## config.mk

```make
export PLATFORM = sky130hd
export DESIGN_NAME = imul_unit
export DESIGN_NICKNAME = d
export VERILOG_FILES = /design/src/rtl/imul_pkg.sv /design/src/rtl/imul_ctrl.sv /design/src/rtl/imul_array.sv /design/src/rtl/imul_flag.sv /design/src/rtl/imul_unit.sv
export SDC_FILE = /design/constraint.sdc
export NUM_CORES = 2
export LEC_CHECK = 0
export BUFFER_PORTS_ARGS = -buffer_cell sky130_fd_sc_hd__buf_2
export CORE_MARGIN = 2
export CORE_UTILIZATION = 40
export CTS_CLUSTER_DIAMETER = 200
export DETAILED_ROUTE_END_ITERATION = 7
export GPL_TIMING_DRIVEN = 0
export HOLD_SLACK_MARGIN = 0.08
export PLACE_DENSITY_LB_ADDON = 0.12
export SYNTH_ARGS = -nofsm -noshare
export SYNTH_HDL_FRONTEND = slang
export SYNTH_SLANG_ARGS = --single-unit
```

## constraint.sdc

```tcl
create_clock -name clk -period 19.9 [get_ports clk]
set_input_delay 1.99 -clock clk [delete_from_list [all_inputs] [get_ports clk]]
set_output_delay 1.99 -clock clk [all_outputs]
set_load 0.01 [all_outputs]
```

## src/rtl/imul_pkg.sv

```systemverilog
package imul_pkg;

   typedef struct packed {
      logic n;
      logic z;
      logic v;
   } imul_flags_t;

   localparam int ARCH_EXTEND = 0;
   localparam int ARCH_MAGNITUDE = 1;

endpackage

```

## src/rtl/imul_ctrl.sv

```systemverilog
module imul_ctrl #(
   parameter int LAT_WIDE = 5,
   parameter int LAT_HALF = 3
) (
   input  logic clk,
   input  logic rst_n,
   input  logic start,
   input  logic is_wide,
   output logic busy,
   output logic accept,
   output logic finish
);
   localparam int LMAX = (LAT_WIDE > LAT_HALF) ? LAT_WIDE : LAT_HALF;
   localparam int CW = $clog2(LMAX) + 1;
   localparam logic [CW-1:0] LOAD_W = CW'(LAT_WIDE - 1);
   localparam logic [CW-1:0] LOAD_H = CW'(LAT_HALF - 1);

   logic [CW-1:0] cnt;

   assign accept = start && !busy;
   assign finish = busy && (cnt == '0);

   always_ff @(posedge clk or negedge rst_n) begin
      if (!rst_n) begin
         busy <= 1'b0;
         cnt  <= '0;
      end else if (accept) begin
         busy <= 1'b1;
         cnt  <= is_wide ? LOAD_W : LOAD_H;
      end else if (busy) begin
         if (cnt == '0) busy <= 1'b0;
         else           cnt  <= cnt - 1'b1;
      end
   end
endmodule

```

## src/rtl/imul_array.sv

```systemverilog
module imul_array #(
   parameter int DW   = 32,
   parameter int ARCH = 0
) (
   input  logic [DW-1:0]   a,
   input  logic [DW-1:0]   b,
   input  logic            sgn,
   output logic [2*DW-1:0] prod
);
   generate
      if (ARCH == imul_pkg::ARCH_EXTEND) begin : g_extend
         logic [2*DW-1:0] ae, be;
         assign ae   = sgn ? {{DW{a[DW-1]}}, a} : {{DW{1'b0}}, a};
         assign be   = sgn ? {{DW{b[DW-1]}}, b} : {{DW{1'b0}}, b};
         assign prod = ae * be;
      end else begin : g_magnitude
         logic [DW-1:0]   ma, mb;
         logic [2*DW-1:0] mp;
         logic            neg;
         assign ma   = (sgn && a[DW-1]) ? (~a + 1'b1) : a;
         assign mb   = (sgn && b[DW-1]) ? (~b + 1'b1) : b;
         assign mp   = {{DW{1'b0}}, ma} * {{DW{1'b0}}, mb};
         assign neg  = sgn && (a[DW-1] ^ b[DW-1]);
         assign prod = neg ? (~mp + 1'b1) : mp;
      end
   endgenerate
endmodule

```

## src/rtl/imul_flag.sv

```systemverilog
module imul_flag #(
   parameter int DW = 32
) (
   input  logic [2*DW-1:0]         prod,
   input  logic                    wide,
   input  logic                    sgn,
   output imul_pkg::imul_flags_t   fl
);
   logic [DW-1:0] hi, lo;
   assign hi = prod[2*DW-1:DW];
   assign lo = prod[DW-1:0];

   always_comb begin
      if (wide) begin
         fl.n = hi[DW-1];
         fl.z = (prod == '0);
         fl.v = sgn ? (hi != {DW{lo[DW-1]}}) : (hi != '0);
      end else begin
         fl.n = lo[DW-1];
         fl.z = (lo == '0);
         fl.v = 1'b0;
      end
   end
endmodule

```

## src/rtl/imul_unit.sv

```systemverilog
module imul_unit #(
   parameter int DW       = 32,
   parameter int LAT_WIDE = 5,
   parameter int LAT_HALF = 3,
   parameter int ARCH     = imul_pkg::ARCH_EXTEND
) (
   input  logic          clk,
   input  logic          rst_n,
   input  logic          start,
   input  logic [DW-1:0] op_a,
   input  logic [DW-1:0] op_b,
   input  logic          is_signed,
   input  logic          is_wide,
   output logic [DW-1:0] res_hi,
   output logic [DW-1:0] res_lo,
   output logic          flag_n,
   output logic          flag_z,
   output logic          flag_v,
   output logic          upd_n,
   output logic          upd_z,
   output logic          upd_v,
   output logic          done
);
   localparam int HW = DW / 2;

   generate
      if (DW < 2 || (DW % 2) != 0) begin : g_bad_dw
         $error("imul_unit: DW must be even and at least 2");
      end
      if (LAT_WIDE < 1 || LAT_HALF < 1) begin : g_bad_lat
         $error("imul_unit: latencies must be at least 1");
      end
      if (ARCH != imul_pkg::ARCH_EXTEND && ARCH != imul_pkg::ARCH_MAGNITUDE) begin : g_bad_arch
         $error("imul_unit: unknown ARCH");
      end
   endgenerate

   logic                  busy, accept, finish;
   logic [DW-1:0]         opa_q, opb_q;
   logic                  sgn_q, wide_q;
   logic [DW-1:0]         a_in, b_in;
   logic [2*DW-1:0]       prod;
   imul_pkg::imul_flags_t fl;

   // half mode: extend the lower half before capture so one array serves both widths
   assign a_in = is_wide ? op_a :
                 (is_signed ? {{HW{op_a[HW-1]}}, op_a[HW-1:0]} : {{HW{1'b0}}, op_a[HW-1:0]});
   assign b_in = is_wide ? op_b :
                 (is_signed ? {{HW{op_b[HW-1]}}, op_b[HW-1:0]} : {{HW{1'b0}}, op_b[HW-1:0]});

   imul_ctrl #(.LAT_WIDE(LAT_WIDE), .LAT_HALF(LAT_HALF)) u_ctrl (
      .clk(clk), .rst_n(rst_n), .start(start), .is_wide(is_wide),
      .busy(busy), .accept(accept), .finish(finish)
   );

   imul_array #(.DW(DW), .ARCH(ARCH)) u_array (
      .a(opa_q), .b(opb_q), .sgn(sgn_q), .prod(prod)
   );

   imul_flag #(.DW(DW)) u_flag (
      .prod(prod), .wide(wide_q), .sgn(sgn_q), .fl(fl)
   );

   always_ff @(posedge clk or negedge rst_n) begin
      if (!rst_n) begin
         opa_q  <= '0;
         opb_q  <= '0;
         sgn_q  <= 1'b0;
         wide_q <= 1'b0;
      end else if (accept) begin
         opa_q  <= a_in;
         opb_q  <= b_in;
         sgn_q  <= is_signed;
         wide_q <= is_wide;
      end
   end

   always_ff @(posedge clk or negedge rst_n) begin
      if (!rst_n) begin
         res_hi <= '0;
         res_lo <= '0;
         flag_n <= 1'b0;
         flag_z <= 1'b0;
         flag_v <= 1'b0;
      end else if (finish) begin
         res_lo <= prod[DW-1:0];
         flag_n <= fl.n;
         flag_z <= fl.z;
         if (wide_q) begin
            res_hi <= prod[2*DW-1:DW];
            flag_v <= fl.v;
         end
      end
   end

   always_ff @(posedge clk or negedge rst_n) begin
      if (!rst_n) begin
         done  <= 1'b0;
         upd_n <= 1'b0;
         upd_z <= 1'b0;
         upd_v <= 1'b0;
      end else begin
         done  <= finish;
         upd_n <= finish;
         upd_z <= finish;
         upd_v <= finish && wide_q;
      end
   end
endmodule

```

==> out/results.ini <==
[status]
status=complete, but fails checks
violations=max-capacitance violations, max-slew violations

[grt]
grt_first_pass_wirelength_mm=319
grt_overflow=0
grt_pass1_vias=43900
grtUsageTotal_pct=33.5
antenna_found_initial=41
grt_max_degree=88

[timing]
setup_violations=0
min_period_ps=14220
fmax_ghz=0.0703
rsz0062_at_grt=false
final.setup.tns_ps=0
finalHoldViolations=0
worst_pin_slew_ps=1500
min_period_over_period_pct=71.4
finalMaxSlewViolations=10
max_slew_margin_pct=-0.256
fin_skew_ps=35.1

[hold_path]
min_path_type=flip-flop to flip-flop

[logic_synthesis]
synth_edf_count=0
ys_seq_area_share_pct=6.50
postSynthCellCount=5767
synth_area_leaders=fa_1 (53%), inv_1 (10%), ha_1 (7.3%), and2_1 (6.7%), dfrtp_1 (6.5%)
synth_commonest_cells=inv_1 (1,500), fa_1 (1,419), nand2_1 (804), and2_1 (579), ha_1 (315)
ys_seq_elements=140
yosysMostFrequentCell=inv_1
ys_warn_count=0
netlist_area_um2=53900
synthesis.nets=7570
syn_avg_cell_area_um2=9.35
yosysUniqueCellTypes=77
synth_top_area_cell=fa_1
async_flop_share_pct=100
synth_ff_type=dfrtp_1
netlist.area_leader.share_pct=52.7

[placed_design]
placed_cell_area_um2=56900
port_buffers=138
dpl.cell_count=7675
place_congestion=1.00
place_hpwl_mm=192

[critical_path]
max_stage_delay_ps=1090
cp_slowest_cell=fa_1
crit_required_ps=20320
endpoint_kind=flip-flop
worstPathMaxFanout=10
crit_type=flip-flop to flip-flop
crit_top_cell=fa_1
cp_top_family=adder cells
crit_arrival_ps=14640
crit_buf_inv=10
crit_path_start_kind=flip-flop

[route]
wl_per_cell_um=28.7
drt_iter0_drc=3198
ant_nets=0
vias_per_cell=5.25
drt_first_pass_iters=5
vias=40600
drc=0
wirelength_mm=222

[cells_and_area]
finalNetCount=7729
final_util_pct=43.1
fillCellCount=13600
drive_above_1_share_pct=3.60
syn2layout_area_growth_pct=6.76
seq_area_um2=3500
fin_cells=7735
multiInputGateArea_um2=43700
fin_area_um2=57500

[cts]
clockBufferDepth=2
cts-buffers-inserted=17
clk_latency_ps=550
cts.clk_slew.worst_paths_ps=80
clock_sinks=140
cts_hold_buf=0
root_buffer=clkbuf_16
cts_tree=built
cts_resized=0
cts_setup_buffers=0
htreeDepth=4

[floorplan]
die_x_um=371
die_area_um2=138000
io_pins=140
chipHeight_um=371
initial_core_util_pct=40.3
placementRows=134
core-area_um2=134000

[flow_run]
drv_cap=1

## cell usage in the layout (no fill, tap or decap), drive strengths merged, types with 12 or more instances in the layout
| master | Yosys | final |
|---|---|---|
| nor3 | 17 | 17 |
| xnor2 | 93 | 93 |
| clkbuf | 267 | 284 |
| xor2 | 28 | 28 |
| buf | 17 | 157 |
| a31oi | 14 | 14 |
| a21oi | 81 | 81 |
| nor4 | 12 | 12 |
| a21o | 40 | 40 |
| o21ai | 95 | 95 |
| and2 | 579 | 579 |
| nand3 | 90 | 90 |
| inv | 1500 | 1508 |
| nand2 | 804 | 804 |
| fa | 1419 | 1419 |
| nor2 | 64 | 64 |
| nand4 | 23 | 23 |
| and3 | 27 | 27 |
| diode | 0 | 28 |
| dfrtp | 140 | 140 |
| ha | 315 | 315 |
## layer usage
metal / track usage, % / part of all wire (%)
met3: 7.32 / 8.8
met4: 16.8 / 6.2
met2: 52.6 / 45
met5: 0 / 0.026
met1: 43.7 / 40
## flip-flops by register name, summed over array words and instances (netlist names)
signal       flops
opa_q           32
upd_v            1
res_lo          32
wide_q           1
opb_q           32
flag_z           1
u_ctrl.cnt       4
flag_v           1
res_hi          32
flag_n           1
done             1
sgn_q            1
u_ctrl.busy      1
## logic make-up after synthesis
kind of cell	share of synthesized area (%)
flip-flops	6.50
AO/OA/AOI/OAI	3.83
multiplexers	0.118
adder cells (fa/ha/maj)	60.0
XOR/XNOR	1.98
AND/OR/NAND/NOR	15.0
buffers and inverters	12.5
## per-stage QoR
step | hold slack, ps | setup slack, ps
finish | 474 | 5680
global route | 501 | 5210
CTS | 476 | 5840
detailed placement | 458 | 5860
global placement | 456 | 5860
floorplan | 484 | 9880
## area by class of cell
cell class	instances	share of cell area, %
clock inverter	15	0.320
sequential	140	6.09
clock buffer	17	0.739
antenna	28	0.122
timing repair buffer	140	1.30
inverter	1502	9.80
multi-input combinational	3841	75.9
tap	1768	3.84
buffer	284	1.91
## tightest hold or removal path, stage by stage (launching register included)
cell	delay (ps)
dfrtp_1	340
nand2_1	50
nand2_1	50
## worst paths after layout
path                       cells past startpoint         end        from  slack [ps]
min reg2reg                                    2  res_hi[11]  res_hi[11]         470
min in group asynchronous                      1    opb_q[6]       rst_n        1350
max reg2reg                                   34      flag_v       sgn_q        5680
min                                            2  res_hi[11]  res_hi[11]         470
max in group asynchronous                      2  res_hi[14]       rst_n       17640
max                                           34      flag_v       sgn_q        5680
Power is left out: the tool's default activity adds up to more than one toggle a clock period on the data nets, which glitch-free logic cannot reach.
